File: src/rtl/adcseq_pkg.sv
package adcseq_pkg;

  typedef enum logic [1:0] {
    SEQ_IDLE = 2'd0,
    SEQ_WARM = 2'd1,
    SEQ_HOLD = 2'd2,
    SEQ_CONV = 2'd3
  } seq_state_e;

  localparam int REG_AW = 3;

  localparam logic [REG_AW-1:0] RA_CTRL = 3'd0;
  localparam logic [REG_AW-1:0] RA_MODE = 3'd1;
  localparam logic [REG_AW-1:0] RA_CHEN = 3'd2;
  localparam logic [REG_AW-1:0] RA_STAT = 3'd3;
  localparam logic [REG_AW-1:0] RA_DATA = 3'd4;

  localparam int CTL_RST_BIT   = 0;
  localparam int CTL_START_BIT = 1;

  localparam int MODE_TEN_BIT  = 0;
  localparam int MODE_TSEL_LSB = 1;
  localparam int MODE_PRE_LSB  = 8;
  localparam int MODE_STUP_LSB = 16;
  localparam int MODE_SHT_LSB  = 24;

  localparam int STAT_RDY_BIT  = 0;
  localparam int STAT_OVR_BIT  = 1;
  localparam int STAT_BUSY_BIT = 2;

  localparam int DATA_CH_LSB   = 16;

endpackage

File: src/rtl/adcseq_clkdiv.sv
module adcseq_clkdiv #(
  parameter int PRE_W = 8
) (
  input  logic             clk,
  input  logic             rst_n,
  input  logic             run,
  input  logic [PRE_W-1:0] prescal,
  output logic             tick,
  output logic             adc_clk
);

  localparam int CW = PRE_W + 2;

  logic [CW-1:0] half_len;
  logic [CW-1:0] period;
  logic [CW-1:0] cnt_q;
  logic [CW-1:0] cnt_d;
  logic          wrap;

  // half period is prescal+1, full period twice that
  assign half_len = CW'(prescal) + CW'(1);
  assign period   = {half_len[CW-2:0], 1'b0};
  assign wrap     = (cnt_q >= (period - CW'(1)));

  always_comb begin
    cnt_d = cnt_q;
    if (!run || wrap) begin
      cnt_d = '0;
    end else begin
      cnt_d = cnt_q + CW'(1);
    end
  end

  always_ff @(posedge clk or negedge rst_n) begin
    if (!rst_n) begin
      cnt_q <= '0;
    end else begin
      cnt_q <= cnt_d;
    end
  end

  assign tick    = run && wrap;
  assign adc_clk = run && (cnt_q < half_len);

endmodule

File: src/rtl/adcseq_trig.sv
module adcseq_trig #(
  parameter int NUM_TRIG = 4,
  parameter int SEL_W    = 2
) (
  input  logic                clk,
  input  logic                rst_n,
  input  logic [NUM_TRIG-1:0] trig_in,
  input  logic [SEL_W-1:0]    sel,
  input  logic                en,
  output logic                fire
);

  logic [NUM_TRIG-1:0] meta_q;
  logic [NUM_TRIG-1:0] sync_q;
  logic [NUM_TRIG-1:0] last_q;
  logic [NUM_TRIG-1:0] rise;

  // two synchronizer stages plus one history stage per input
  for (genvar g = 0; g < NUM_TRIG; g++) begin : g_line
    always_ff @(posedge clk or negedge rst_n) begin
      if (!rst_n) begin
        meta_q[g] <= 1'b0;
        sync_q[g] <= 1'b0;
        last_q[g] <= 1'b0;
      end else begin
        meta_q[g] <= trig_in[g];
        sync_q[g] <= meta_q[g];
        last_q[g] <= sync_q[g];
      end
    end
    assign rise[g] = sync_q[g] && !last_q[g];
  end

  assign fire = en && rise[sel];

endmodule

File: src/rtl/adcseq_chsel.sv
module adcseq_chsel #(
  parameter int NUM_CH = 8,
  parameter int CH_W   = 3
) (
  input  logic [NUM_CH-1:0] mask,
  output logic              any,
  output logic [CH_W-1:0]   idx
);

  // scan downward so the lowest set bit is the last one written
  always_comb begin
    idx = '0;
    for (int i = NUM_CH - 1; i >= 0; i--) begin
      if (mask[i]) begin
        idx = CH_W'(i);
      end
    end
  end

  assign any = |mask;

endmodule

File: src/rtl/adcseq_fsm.sv
module adcseq_fsm
  import adcseq_pkg::*;
#(
  parameter int STUP_W   = 5,
  parameter int SHT_W    = 4,
  parameter int CONV_CYC = 10
) (
  input  logic              clk,
  input  logic              rst_n,
  input  logic              clr,
  input  logic              start,
  input  logic              tick,
  input  logic [STUP_W-1:0] startup,
  input  logic [SHT_W-1:0]  shtim,
  output logic              busy,
  output logic              hold_end,
  output logic              done
);

  localparam int WW  = STUP_W + 4;
  localparam int HW  = SHT_W + 1;
  localparam int CVW = $clog2(CONV_CYC + 1);
  localparam int CW  = (WW > HW) ? ((WW > CVW) ? WW : CVW)
                                 : ((HW > CVW) ? HW : CVW);

  seq_state_e    state_q;
  seq_state_e    state_d;
  logic [CW-1:0] cnt_q;
  logic [CW-1:0] cnt_d;
  logic [CW-1:0] limit;
  logic [CW-1:0] warm_len;
  logic [CW-1:0] hold_len;
  logic [STUP_W:0] stup_p1;
  logic [SHT_W:0]  sht_p1;
  logic          last;

  assign stup_p1  = {1'b0, startup} + 1'b1;
  assign sht_p1   = {1'b0, shtim} + 1'b1;
  assign warm_len = CW'({stup_p1, 3'b000});
  assign hold_len = CW'(sht_p1);

  always_comb begin
    unique case (state_q)
      SEQ_WARM: limit = warm_len;
      SEQ_HOLD: limit = hold_len;
      SEQ_CONV: limit = CW'(CONV_CYC);
      default:  limit = '0;
    endcase
  end

  assign last = (state_q != SEQ_IDLE) && tick && (cnt_q >= (limit - CW'(1)));

  always_comb begin
    state_d = state_q;
    cnt_d   = cnt_q;
    if (clr) begin
      state_d = SEQ_IDLE;
      cnt_d   = '0;
    end else begin
      unique case (state_q)
        SEQ_IDLE: begin
          if (start) begin
            state_d = SEQ_WARM;
            cnt_d   = '0;
          end
        end
        default: begin
          if (last) begin
            cnt_d = '0;
            unique case (state_q)
              SEQ_WARM: state_d = SEQ_HOLD;
              SEQ_HOLD: state_d = SEQ_CONV;
              default:  state_d = SEQ_IDLE;
            endcase
          end else if (tick) begin
            cnt_d = cnt_q + CW'(1);
          end
        end
      endcase
    end
  end

  always_ff @(posedge clk or negedge rst_n) begin
    if (!rst_n) begin
      state_q <= SEQ_IDLE;
      cnt_q   <= '0;
    end else begin
      state_q <= state_d;
      cnt_q   <= cnt_d;
    end
  end

  assign busy     = (state_q != SEQ_IDLE);
  assign hold_end = (state_q == SEQ_HOLD) && last && !clr;
  assign done     = (state_q == SEQ_CONV) && last && !clr;

endmodule

File: src/rtl/adc_seq.sv
module adc_seq
  import adcseq_pkg::*;
#(
  parameter int DATA_W   = 10,
  parameter int NUM_CH   = 8,
  parameter int NUM_TRIG = 4,
  parameter int PRE_W    = 8,
  parameter int STUP_W   = 5,
  parameter int SHT_W    = 4,
  parameter int REG_DW   = 32
) (
  input  logic                          clk,
  input  logic                          rst_n,
  input  logic                          reg_wr,
  input  logic                          reg_rd,
  input  logic [2:0]                    reg_addr,
  input  logic [REG_DW-1:0]             reg_wdata,
  output logic [REG_DW-1:0]             reg_rdata,
  input  logic [NUM_TRIG-1:0]           trig_in,
  input  logic [DATA_W-1:0]             adc_sample,
  output logic                          adc_clk,
  output logic [((NUM_CH > 1) ? $clog2(NUM_CH) : 1)-1:0] adc_chan,
  output logic                          busy,
  output logic                          data_ready
);

  localparam int CH_W     = (NUM_CH > 1) ? $clog2(NUM_CH) : 1;
  localparam int TSEL_W   = (NUM_TRIG > 1) ? $clog2(NUM_TRIG) : 1;
  localparam int CONV_CYC = DATA_W;

  // reset: asserted asynchronously, released after two clock edges
  logic [1:0] rsync_q;
  logic       rst_i_n;

  always_ff @(posedge clk or negedge rst_n) begin
    if (!rst_n) begin
      rsync_q <= '0;
    end else begin
      rsync_q <= {rsync_q[0], 1'b1};
    end
  end

  assign rst_i_n = rsync_q[1];

  // register state
  logic              ten_q,   ten_d;
  logic [TSEL_W-1:0] tsel_q,  tsel_d;
  logic [PRE_W-1:0]  pre_q,   pre_d;
  logic [STUP_W-1:0] stup_q,  stup_d;
  logic [SHT_W-1:0]  sht_q,   sht_d;
  logic [NUM_CH-1:0] chen_q,  chen_d;
  logic              drdy_q,  drdy_d;
  logic              ovr_q,   ovr_d;
  logic [DATA_W-1:0] res_q,   res_d;
  logic [CH_W-1:0]   rch_q,   rch_d;
  logic [CH_W-1:0]   chan_q,  chan_d;
  logic [DATA_W-1:0] samp_q,  samp_d;

  // decode
  logic wr_ctrl, wr_mode, wr_chen;
  logic rd_data, rd_stat;
  logic soft_rst, sw_start, start_req;
  logic trig_fire, ch_any, tick;
  logic seq_busy, hold_end, seq_done;
  logic [CH_W-1:0] ch_idx;
  logic wdata_unused;

  assign wr_ctrl  = reg_wr && (reg_addr == RA_CTRL);
  assign wr_mode  = reg_wr && (reg_addr == RA_MODE);
  assign wr_chen  = reg_wr && (reg_addr == RA_CHEN);
  assign rd_data  = reg_rd && (reg_addr == RA_DATA);
  assign rd_stat  = reg_rd && (reg_addr == RA_STAT);
  assign soft_rst = wr_ctrl && reg_wdata[CTL_RST_BIT];
  assign sw_start = wr_ctrl && reg_wdata[CTL_START_BIT];

  assign start_req = (sw_start || trig_fire) && ch_any && !seq_busy && !soft_rst;

  assign wdata_unused = ^reg_wdata;

  adcseq_clkdiv #(
    .PRE_W (PRE_W)
  ) u_div (
    .clk     (clk),
    .rst_n   (rst_i_n),
    .run     (seq_busy),
    .prescal (pre_q),
    .tick    (tick),
    .adc_clk (adc_clk)
  );

  adcseq_trig #(
    .NUM_TRIG (NUM_TRIG),
    .SEL_W    (TSEL_W)
  ) u_trig (
    .clk     (clk),
    .rst_n   (rst_i_n),
    .trig_in (trig_in),
    .sel     (tsel_q),
    .en      (ten_q),
    .fire    (trig_fire)
  );

  adcseq_chsel #(
    .NUM_CH (NUM_CH),
    .CH_W   (CH_W)
  ) u_chsel (
    .mask (chen_q),
    .any  (ch_any),
    .idx  (ch_idx)
  );

  adcseq_fsm #(
    .STUP_W   (STUP_W),
    .SHT_W    (SHT_W),
    .CONV_CYC (CONV_CYC)
  ) u_fsm (
    .clk      (clk),
    .rst_n    (rst_i_n),
    .clr      (soft_rst),
    .start    (start_req),
    .tick     (tick),
    .startup  (stup_q),
    .shtim    (sht_q),
    .busy     (seq_busy),
    .hold_end (hold_end),
    .done     (seq_done)
  );

  // next-state for the register file
  always_comb begin
    ten_d  = ten_q;
    tsel_d = tsel_q;
    pre_d  = pre_q;
    stup_d = stup_q;
    sht_d  = sht_q;
    chen_d = chen_q;
    drdy_d = drdy_q;
    ovr_d  = ovr_q;
    res_d  = res_q;
    rch_d  = rch_q;
    chan_d = chan_q;
    samp_d = samp_q;
    if (soft_rst) begin
      ten_d  = 1'b0;
      tsel_d = '0;
      pre_d  = '0;
      stup_d = '0;
      sht_d  = '0;
      chen_d = '0;
      drdy_d = 1'b0;
      ovr_d  = 1'b0;
      res_d  = '0;
      rch_d  = '0;
      chan_d = '0;
      samp_d = '0;
    end else begin
      if (wr_mode) begin
        ten_d  = reg_wdata[MODE_TEN_BIT];
        tsel_d = reg_wdata[MODE_TSEL_LSB +: TSEL_W];
        pre_d  = reg_wdata[MODE_PRE_LSB +: PRE_W];
        stup_d = reg_wdata[MODE_STUP_LSB +: STUP_W];
        sht_d  = reg_wdata[MODE_SHT_LSB +: SHT_W];
      end
      if (wr_chen) begin
        chen_d = reg_wdata[NUM_CH-1:0];
      end
      if (start_req) begin
        chan_d = ch_idx;
      end
      if (hold_end) begin
        samp_d = adc_sample;
      end
      if (seq_done) begin
        res_d  = samp_q;
        rch_d  = chan_q;
        drdy_d = 1'b1;
      end else if (rd_data) begin
        drdy_d = 1'b0;
      end
      if (seq_done && drdy_q && !rd_data) begin
        ovr_d = 1'b1;
      end else if (rd_stat) begin
        ovr_d = 1'b0;
      end
    end
  end

  always_ff @(posedge clk or negedge rst_i_n) begin
    if (!rst_i_n) begin
      ten_q  <= 1'b0;
      tsel_q <= '0;
      pre_q  <= '0;
      stup_q <= '0;
      sht_q  <= '0;
      chen_q <= '0;
      drdy_q <= 1'b0;
      ovr_q  <= 1'b0;
      res_q  <= '0;
      rch_q  <= '0;
      chan_q <= '0;
      samp_q <= '0;
    end else begin
      ten_q  <= ten_d;
      tsel_q <= tsel_d;
      pre_q  <= pre_d;
      stup_q <= stup_d;
      sht_q  <= sht_d;
      chen_q <= chen_d;
      drdy_q <= drdy_d;
      ovr_q  <= ovr_d;
      res_q  <= res_d;
      rch_q  <= rch_d;
      chan_q <= chan_d;
      samp_q <= samp_d;
    end
  end

  // read mux
  always_comb begin
    reg_rdata = '0;
    unique case (reg_addr)
      RA_MODE: begin
        reg_rdata[MODE_TEN_BIT]                 = ten_q;
        reg_rdata[MODE_TSEL_LSB +: TSEL_W]      = tsel_q;
        reg_rdata[MODE_PRE_LSB +: PRE_W]        = pre_q;
        reg_rdata[MODE_STUP_LSB +: STUP_W]      = stup_q;
        reg_rdata[MODE_SHT_LSB +: SHT_W]        = sht_q;
      end
      RA_CHEN: reg_rdata[NUM_CH-1:0] = chen_q;
      RA_STAT: begin
        reg_rdata[STAT_RDY_BIT]  = drdy_q;
        reg_rdata[STAT_OVR_BIT]  = ovr_q;
        reg_rdata[STAT_BUSY_BIT] = seq_busy;
      end
      RA_DATA: begin
        reg_rdata[DATA_W-1:0]             = res_q;
        reg_rdata[DATA_CH_LSB +: CH_W]    = rch_q;
      end
      default: reg_rdata = '0;
    endcase
  end

  assign adc_chan   = chan_q;
  assign busy       = seq_busy;
  assign data_ready = drdy_q;

endmodule

File: config.mk
export PLATFORM = sky130hd
export DESIGN_NAME = adc_seq
export DESIGN_NICKNAME = d
export VERILOG_FILES = /design/src/rtl/adcseq_pkg.sv /design/src/rtl/adcseq_clkdiv.sv /design/src/rtl/adcseq_trig.sv /design/src/rtl/adcseq_chsel.sv /design/src/rtl/adcseq_fsm.sv /design/src/rtl/adc_seq.sv
export SDC_FILE = /design/constraint.sdc
export NUM_CORES = 1
export LEC_CHECK = 0
export BUFFER_PORTS_ARGS = -buffer_cell sky130_fd_sc_hd__buf_2
export CAP_MARGIN = 20
export CORE_MARGIN = 3
export CORE_UTILIZATION = 61
export DETAILED_ROUTE_END_ITERATION = 10
export PLACE_DENSITY = 0.95
export SLEW_MARGIN = 10
export SYNTH_ARGS = -nofsm -noshare
export SYNTH_HDL_FRONTEND = slang
export SYNTH_SLANG_ARGS = --single-unit
File: constraint.sdc
create_clock -name clk -period 6.1 [get_ports clk]
set_clock_uncertainty 0.2 [all_clocks]
set_input_delay 0.61 -clock clk [delete_from_list [all_inputs] [get_ports clk]]
set_output_delay 0.61 -clock clk [all_outputs]
set_load 0.05 [all_outputs]
# Word level (Yosys, flattened, before mapping)

Cells that the tools add are included.

Add/sub/neg operators: 7
Order comparisons: 4
Eq/ne operators: 8
Mux-type cells: 55
Reductions and logical operators: 49

Operators with widths:

| cell                                               | number |
|---|---|
| 2-to-1 mux 10 bit                                  | 5 |
| 2-to-1 mux 9 bit                                   | 5 |
| 2-to-1 mux 3 bit                                   | 12 |
| 2-to-1 mux 8 bit                                   | 4 |
| case mux 9 bit (3 select lines)                    | 1 |
| logical AND 1 bit                                  | 25 |
| 2-to-1 mux 2 bit                                   | 7 |
| 2-to-1 mux 4 bit                                   | 3 |
| case mux 3 bit (4 select lines)                    | 1 |
| nonzero test 2 bit                                 | 6 |
| adder 10 x 1 -> 10 bit, second input constant      | 1 |
| greater-or-equal comparator 10 bit                 | 1 |
| less-than comparator 10 bit                        | 1 |
| 2-to-1 mux 5 bit                                   | 2 |
| case mux 5 bit (2 select lines)                    | 1 |
| subtractor 10 x 1 -> 10 bit, second input constant | 1 |
| adder 8 x 1 -> 9 bit, second input constant        | 1 |
| adder 9 x 1 -> 9 bit, second input constant        | 1 |
| greater-or-equal comparator 9 bit                  | 1 |
| 2-to-1 mux 1 bit                                   | 9 |
| nonzero test 3 bit                                 | 3 |
| subtractor 9 x 1 -> 9 bit, second input constant   | 1 |
| case mux 2 bit (2 select lines)                    | 2 |
| OR reduction 8 bit                                 | 1 |
| 18 further kinds                                   | 28 |

Register bits: 91
Bits of input ports: 53
Word-level logic and storage cells: 151

# Longest topological paths before layout

Gate-level depths: netlist of run 1.

Depth in word-level cells: 12
Mapped depth: 17

# By module

A second synthesis of run 1 with hierarchy kept.

Cells, all modules: 605
Area, all modules: 5601.6 um2

Modules (own cells, without submodules):

| module        | times used | cells an instance | area each (um2) |
|---|---|---|---|
| adc_seq       | 1          | 286               | 2785.2 |
| adcseq_fsm    | 1          | 152               | 1217.4 |
| adcseq_clkdiv | 1          | 134               | 1171.1 |
| adcseq_trig   | 1          | 20                | 346.6 |
| adcseq_chsel  | 1          | 13                | 81.3 |

# Worst setup path after synthesis of run 1

Ideal clock, no wire load.

Kind: register -> register
Start point: register u_fsm.state_q[0]
End point: register res_q[1]
Library setup time: 0.132 ns
Arrival time: 3.518 ns
Data required time: 5.768 ns
Slack: 2.250 ns
Cell stages (with the launch flop): 17
Buffers on the path: 1
Period minus slack after synthesis: 3.850 ns
Path through: dfrtp_1 > inv_1 > ha_1 > nand2b_1 > nor2_1 > inv_1 > ha_1 > o21ai_0 > nor4b_1 > xnor2_1 > ha_1 > nand2_1 > or3_4 > a2111oi_4 > buf_6 > mux2i_1 > nor2_1

Cells in the longest elaborated chain, start to end: 8
Elaborated cells between the ends (all ways): 13

Ends and longest elaborated chain:

| element                                     | RTL line                           | RTL |
|---|---|---|
| start, declared                             | adcseq_fsm.sv:26                   | `seq_state_e state_q;` |
| start signal, assigned                      | adcseq_fsm.sv:88                   | `state_q <= state_d;` |
| equality test 2 bit (tied with other cells) | adcseq_fsm.sv:43, adcseq_fsm.sv:95 |  |
| case mux 9 bit (3 select lines)             | adcseq_fsm.sv:43                   | `unique case (state_q)` |
| subtractor 9 x 1 -> 9 bit                   | adcseq_fsm.sv:51                   | `assign last = (state_q != SEQ_IDLE) && tick && (cnt_q >= (limit - CW'(1)));` |
| greater-or-equal comparator 9 bit           | adcseq_fsm.sv:51                   |  |
| logical AND 1 bit                           | adcseq_fsm.sv:51                   |  |
| logical AND 1 bit (*) (2 in series)         | adcseq_fsm.sv:95                   | `assign done = (state_q == SEQ_CONV) && last && !clr;` |
| nonzero test 2 bit (no line) (*)            | -                                  |  |
| end signal, assigned                        | adc_seq.sv:211                     | `res_q <= res_d;` |
| end, declared                               | adc_seq.sv:54                      | `logic [DATA_W-1:0] res_q, res_d;` |

Every way passes the cells marked *; elsewhere a longest branch is shown, timed or not.
A chain may end at the register's enable or synchronous reset.

# Worst setup path in the final report of run 1

Start point: register pre_q[2]
End point: register u_fsm.cnt_q[5]

Cells in the longest elaborated chain, start to end: 9
Elaborated cells between the ends (all ways): 11

Ends and longest elaborated chain:

| element                                | RTL line            | RTL |
|---|---|---|
| start, declared                        | adc_seq.sv:48       | `logic [PRE_W-1:0] pre_q, pre_d;` |
| start signal, assigned                 | adc_seq.sv:205      | `pre_q <= pre_d;` |
| adder 8 x 1 -> 9 bit (*)               | adcseq_clkdiv.sv:21 | `assign half_len = CW'(prescal) + CW'(1);` |
| subtractor 10 x 1 -> 10 bit (*)        | adcseq_clkdiv.sv:23 | `assign wrap = (cnt_q >= (period - CW'(1)));` |
| greater-or-equal comparator 10 bit (*) | adcseq_clkdiv.sv:23 |  |
| logical AND 1 bit (*)                  | adcseq_clkdiv.sv:42 | `assign tick = run && wrap;` |
| logical AND 1 bit (2 in series)        | adcseq_fsm.sv:51    |  |
| 2-to-1 mux 9 bit                       | adcseq_fsm.sv:68    | `if (last) begin` |
| 2-to-1 mux 9 bit                       | adcseq_fsm.sv:60    | `unique case (state_q)` |
| 2-to-1 mux 9 bit                       | adcseq_fsm.sv:56    | `if (clr) begin` |
| end signal, assigned                   | adcseq_fsm.sv:89    | `cnt_q <= cnt_d;` |
| end, declared                          | adcseq_fsm.sv:28    | `logic [CW-1:0] cnt_q;` |

Marks and branches as above.

==> results of run 1 <==
power by group through the flow:
stage               clock (W)  combinational (W)  sequential [W]
CTS                  0.000471           0.000801        0.000801
finish               0.000468           0.000819        0.000796
floorplan                   0           0.000606        0.000794
global route         0.000494           0.000907        0.000810
global placement            0           0.000744        0.000804
detailed placement          0           0.000790        0.000812
worst max-delay path, stage by stage (launching register included):
cell	delay, ns
dfrtp_1	0.61
nand3_1	0.32
xor2_1	0.37
and2_1	0.23
nand3_1	0.10
nor2_1	0.15
xor2_1	0.21
ha_1	0.29
and3_2	0.23
nor3b_2	0.19
a311oi_4	0.50
a21o_1	0.42
nand3b_4	0.18
o31ai_1	0.40
kinds of logic (layout without fill, tap and decap cells):
kind of cell	Yosys count	in the layout
and+or+nand+nor	216	216
DFF	91	91
muxes	39	39
AOI/OAI and AO/OA	100	100
other	2	8
xor gates and xnor gates	32	32
adders and majority gates	38	38
buffers and inverters	51	117
layer usage:
metal	routed length (um)	GRT usage, %
met3	1127	5.675
met2	6383	45.57
met1	5414	35.69
met4	460	11.30
met5	0	0
repair_timing:
action | 4_1_cts | 5_1_grt
gates resized for setup | 0 | 0
endpoints found under the hold margin | 2 | 0
hold buffers | 1 | 0
state kept, by name, indices dropped and copies added, names as in the netlist, 3 cells and up:
register,cells
adc_chan,3
chen_q,8
pre_q,8
rch_q,3
res_q,10
samp_q,10
sht_q,4
stup_q,5
u_div.cnt_q,10
u_fsm.cnt_q,9
u_trig.last_q,4
u_trig.meta_q,4
u_trig.sync_q,4
worst paths after layout:
check	end	slack, ns	from	cells past startpoint
max	u_fsm.cnt_q[5]$_DFFE_PN0P_	1.57	pre_q[2]$_DFFE_PN0P_	13
min	u_trig.sync_q[1]$_DFF_PN0_	0.04	rsync_q[1]$_DFF_PN0_	0
max reg2reg	u_fsm.cnt_q[5]$_DFFE_PN0P_	1.57	pre_q[2]$_DFFE_PN0P_	13
min reg2reg	u_trig.sync_q[1]$_DFF_PN0_	0.04	rsync_q[1]$_DFF_PN0_	0
max in group asynchronous	u_fsm.cnt_q[4]$_DFFE_PN0P_	5.03	rsync_q[1]$_DFF_PN0_	1
min in group clk	u_trig.meta_q[2]$_DFF_PN0_	0.14	trig_in[2]	1
cells in the mapped netlist (10+ instances only):
cell	instances	area share (%)
dfrtp_1	91	42
nor2_1	69	4.7
nand2_1	58	4.0
ha_1	38	8.7
mux2i_1	38	7.0
a21oi_1	34	3.1
nand3_1	23	2.1
inv_1	19	1.3
and2_1	18	2.1
xnor2_1	16	2.6
xor2_1	16	2.6
clkbuf_1	12	0.82
nand2b_1	10	1.1
area by class of cell:
type	count	area share, %
well taps	105	2.141
inverters	19	1.162
clock buffers	10	2.080
clock inverters	6	1.549
repair buffers	82	7.299
multi-input cells	433	48.60
flip-flops and latches	91	37.17
through the flow:
stage               total power (W)  hold slack (ns)
floorplan                  0.001401           0.1144
global placement           0.001547           0.1325
detailed placement         0.001602           0.1356
CTS                        0.002073           0.1327
global route               0.002211          0.06217
finish                     0.002084          0.03950
==> reports/qor.yml, run 1 <==
grt:
  grt_usage_pct: 27.68
  grt_pass1_vias: 4614
  grt_pass1_wl_mm: 22.28
  grt-ovfl-total: 0
  antenna_found_initial: 0
  grt_max_degree: 90
layout:
  final_cell_area_mm2: 0.006137
  post-route-util_pct: 72.51
  syn2layout_area_growth_pct: 12.22
  final_cell_mix: "dfrtp_1, buf_2, nor2_1"
  diodes: 0
  layout_commonest_cell: "dfrtp_1"
  multi_input_area_mm2: 0.002983
  drive_gt1_share_pct: 18.25
  seqCellArea_mm2: 0.002281
  layoutNonFillerInstCount: 746
  fillCellCount: 592
  nNetsFinal: 727
floorplanning:
  start_util_pct: 64.61
  die_w_um: 100.7
  rows: 33
  die_h_um: 100.7
  dieArea_mm2: 0.01014
  ios: 91
  core_mm2: 0.008464
cts:
  cts_sinks: 91
  htree_num_levels: 3
  clock_path_buffers: 2
  post-cts-setup-buffer-count: 0
  tritoncts: "built"
  cts_buffers: 9
  insertion_delay_ns: 0.37
  root_buffer: "clkbuf_8"
  cts.clk_slew.worst_paths_ns: 0.10
detailed_routing:
  postRouteAntennaNets: 0
  routedWlPerCell_um: 17.94
  drc: 0
  dr_total_vias: 4602
  drt-initial-drc-count: 304
  routed_via_density: 6.169
  firstDrtPassIters: 5
  routed_wl_mm: 13.39
pwr:
  switchingPower_w: 0.0008599
  swShare_pct: 41.27
  share_comb_of_total_power_pct: 39.3
  power_frac_seq_pct: 38.2
  p_clk_share_pct: 22.5
  peakVddDrop_v: 0.0002070
  leakagePower_nw: 2.849
  p_per_area_mw_per_mm2: 339.5
  internal_power_w: 0.001224
synth:
  async_flop_share_pct: 100.0
  synth.area.mux_share_pct: 7.367
  synthFlopType: "dfrtp_1"
  synth_cell_type_count: 61
  ys_ff_latch: 91
  synth_edf_count: 0
  netlist_area_mm2: 0.005469
  synth-compound-area-share_pct: 13.52
  synthCells: 569
  yosysSeqAreaShare_pct: 41.64
  synthSimpleGateAreaFrac_pct: 19.15
  syn_avg_cell_area_um2: 9.612
  yosys.area_share.adder_pct: 8.694
  yosysWarnings: 0
  synth_top_family_by_area: "simple AND/OR/NAND/NOR gates"
  synth_xor_area_share_pct: 5.125
timing:
  setup_viol: 0
  drv_slew: 0
  fin_crit_sh_pct: 74.33
  rsz0062_at_grt: "false"
  hold_viol: 0
  setup_ws_ns: 1.566
  relSlewSlack_pct: 32.41
  min_period_ns: 4.534
  final.setup.tns_ns: 0
  worst_slew_pin_slew_ns: 1.009
  fmax_mhz: 220.5
placed_design:
  place_inst: 728
  place_area_mm2: 0.005877
  dp_hpwl_mm: 9.392
  gp_congestion: 0.9265
  post-place-ws_ns: 1.862
  port_buffers: 76
hold_path:
  holdCritPathClass: "reg2async"
critical_path:
  worstSetupEndpointType: "flop"
  cp.arrival_ns: 4.56
  critPathLaunchType: "flop"
  critPathRequiredTime_ns: 6.13
  crit_path_max_fanout: 11
  critical_path_class: "reg2reg"
flow_run:
  drv_cap: 0
outcome:
  run_status: "finished, final reports clean"
Note: power is estimated with default switching activity, not from simulation.
==> run 2: changes to the inputs <==
--- a/config.mk
+++ b/config.mk
@@ -8,9 +8,9 @@
 export BUFFER_PORTS_ARGS = -buffer_cell sky130_fd_sc_hd__buf_2
 export CAP_MARGIN = 20
 export CORE_MARGIN = 3
-export CORE_UTILIZATION = 61
+export CORE_UTILIZATION = 52
 export DETAILED_ROUTE_END_ITERATION = 10
-export PLACE_DENSITY = 0.95
+export PLACE_DENSITY = 0.88
 export SLEW_MARGIN = 10
 export SYNTH_ARGS = -nofsm -noshare
 export SYNTH_HDL_FRONTEND = slang
==> constraint.sdc (replaced) <==
create_clock -name clk -period 4 [get_ports clk]
set_clock_uncertainty 0.2 [all_clocks]
set_input_delay 0.4 -clock clk [delete_from_list [all_inputs] [get_ports clk]]
set_output_delay 0.4 -clock clk [all_outputs]
set_load 0.05 [all_outputs]
==> run 2 against run 1 <==
Cell count grew 6.3%. Utilization fell by 8.6 points. Routed wire length is 2.3% lower. Largest cell class unchanged. First-iteration DRC count shrank 10%. Via count shrank 0.87%. Worst setup slack lost 1.4 ns. Fmax increased by 18%. Sequential cell count stayed put. Combinational power is 67% higher. Clock power rose by 31%. Highest routed layer unchanged.
==> reports/qor.yml, run 2 (synthesis gave the netlist of run 1 again) <==
outcome:
  run_status: "finished, final reports clean"
floorplanning:
  die_h_um: 108.6  # +7.8%
  start_util_pct: 54.69  # -9.9 points
  dieArea_mm2: 0.01178  # +16%
  core_mm2: 0.01000  # +18%
  rows: 36  # +9.1%
  die_w_um: 108.6  # +7.8%
  ios: 91  # unchanged
detailed_routing:
  routed_wl_mm: 13.08  # -2.3%
  postRouteAntennaNets: 0  # unchanged
  drt-initial-drc-count: 273  # -10%
  routedWlPerCell_um: 16.50  # -8.0%
  routed_via_density: 5.753  # -6.7%
  dr_total_vias: 4562  # -0.87%
  firstDrtPassIters: 5  # unchanged
  drc: 0  # unchanged
timing:
  setup_ws_ns: 0.1413  # -1.425 ns
  min_period_ns: 3.859  # -0.6754 ns
  fmax_mhz: 259.2  # +18%
  fin_crit_sh_pct: 96.47  # +22 points
  final.setup.tns_ns: 0  # unchanged
  setup_viol: 0  # unchanged
  drv_slew: 0  # unchanged
  worst_slew_pin_slew_ns: 0.7892  # -0.2203 ns
  relSlewSlack_pct: 47.39  # +15 points
  hold_viol: 0  # unchanged
layout:
  fillCellCount: 798  # +35%
  nNetsFinal: 746  # +2.6%
  layout_commonest_cell: "dfrtp_1"
  drive_gt1_share_pct: 21.82  # +3.6 points
  diodes: 0  # unchanged
  multi_input_area_mm2: 0.003058  # +2.5%
  syn2layout_area_growth_pct: 16.86
  layoutNonFillerInstCount: 793  # +6.3%
  seqCellArea_mm2: 0.002281  # unchanged
  final_cell_mix: "dfrtp_1, buf_2, nor2_1"
  largestRegisters: "res_q x10, samp_q x10, u_div.cnt_q x10"
critical_path:
  crit_path_end: "samp_q[6]$_DFFE_PN0P_"
  cp.arrival_ns: 3.92  # -0.64 ns
  startpoint: "u_fsm.state_q[1]$_DFFE_PN0P_"
  worstSetupEndpointType: "flop"
  r2r_end: "samp_q[6]$_DFFE_PN0P_"
  crit_path_max_fanout: 5  # -6
  critPathRequiredTime_ns: 4.06  # -2.07 ns
  ff2ff_path_depth: 13  # unchanged
  critical_path_class: "reg2reg"
  critPathLaunchType: "flop"
  rrSetupSlack_ns: 0.14  # -1.42 ns
  rr_startpoint: "u_fsm.state_q[1]$_DFFE_PN0P_"
grt:
  grt_max_degree: 90  # unchanged
  grt_pass1_wl_mm: 21.10  # -5.3%
  grt_usage_pct: 22.87  # -4.8 points
  grt-ovfl-total: 0  # unchanged
  grt_pass1_vias: 4446  # -3.6%
  antenna_found_initial: 0  # unchanged
cts:
  clock_path_buffers: 2  # unchanged
  cts_sinks: 91  # unchanged
  tritoncts: "built"
  cts_buffers: 9  # unchanged
  cts.clk_slew.worst_paths_ns: 0.10  # about the same
  root_buffer: "clkbuf_8"
  insertion_delay_ns: 0.38  # about the same
  htree_num_levels: 3  # unchanged
pwr:
  switchingPower_w: 0.001363  # +58%
  share_comb_of_total_power_pct: 42.9  # +3.6 points
  power_frac_seq_pct: 37.8  # -0.4 points
  p_clk_share_pct: 19.3  # -3.2 points
  swShare_pct: 42.66  # +1.4 points
  leakagePower_nw: 2.953  # +3.6%
  p_per_area_mw_per_mm2: 499.8  # +47%
  peakVddDrop_v: 0.0003238  # +56%
  finalPower_w: 0.003195  # +53%
  internal_power_w: 0.001832  # +50%
placed_design:
  dp_hpwl_mm: 9.240  # -1.6%
  post-place-ws_ns: 0.02728  # -1.835 ns
  place_inst: 767  # +5.4%
  gp_congestion: 0.9030  # -2.5%
  port_buffers: 76  # unchanged
flow_run:
  drv_cap: 0  # unchanged
hold_path:
  holdCritPathClass: "reg2async"
## run 2: what timing repair did
item,CTS,global route
hold endpoints to repair,6,0
setup endpoints to repair,1,36
resized for setup,1,20
pin swaps,0,4
hold buffers,5,0
cloned,0,1
setup buffers,0,3
## run 2: power by group through the flow
stage                     Combinational, W  Sequential (W)  Clock, W
after floorplan                   0.000925         0.00121         0
after global placement             0.00117         0.00122         0
after detailed placement           0.00123         0.00123         0
after CTS                          0.00126         0.00121  0.000629
after global routing               0.00151         0.00123  0.000664
final                              0.00137         0.00121  0.000615
## run 2: per-layer routing
layer	vias to the layer above	wire [um]	track usage, %
met1	2204	5304	28.57
met4	0	349	9.919
met3	27	961	5.254
met2	196	6467	37.95
li1	2135	-	-
met5	-	0	0
## run 2: worst min path at each step
stage | cells past startpoint | startpoint | endpoint
2_1_floorplan | 0 | rst_n | rsync_q[0]$_DFF_PN0_
3_3_place_gp | 1 | rst_n | rsync_q[0]$_DFF_PN0_
3_5_place_dp | 1 | rst_n | rsync_q[0]$_DFF_PN0_
4_1_cts | 3 | reg_wdata[9] | pre_q[1]$_DFFE_PN0P_
5_1_grt | 3 | reg_wdata[19] | stup_q[3]$_DFFE_PN0P_
6_report | 0 | rsync_q[1]$_DFF_PN0_ | u_trig.sync_q[0]$_DFF_PN0_
## run 2: cell type report
| class | instances | area share, % |
|---|---|---|
| Clock buffer | 9 | 1.938 |
| Clock inverter | 7 | 1.096 |
| Timing Repair Buffer | 101 | 9.710 |
| Tap cell | 133 | 2.604 |
| Inverter | 19 | 1.116 |
| Multi-Input combinational cell | 433 | 47.85 |
| Sequential cell | 91 | 35.69 |
## run 2: through the flow
step / hold slack [ns] / cell area, um2 / utilization [%]
after global routing: 0.04476 / 6391 / 63.91
after floorplan: -0.09559 / 5492 / -
after CTS: 0.03001 / 6257 / 62.58
final: 0.02994 / 6391 / 63.91
after detailed placement: -0.01089 / 6007 / 60.07
after global placement: -0.01570 / 6007 / 60.07
## run 2: worst max-delay path: stages (launching register included)
cell and delay [ns]:
dfrtp_1 0.43, inv_2 0.08, ha_1 0.27, a221oi_2 0.38
a31o_2 0.25, nor4b_4 0.22, xnor2_1 0.11, ha_1 0.30
nand2_1 0.09, or3_4 0.44, a2111oi_4 0.49, buf_6 0.20
mux2i_1 0.21, nor2_1 0.06
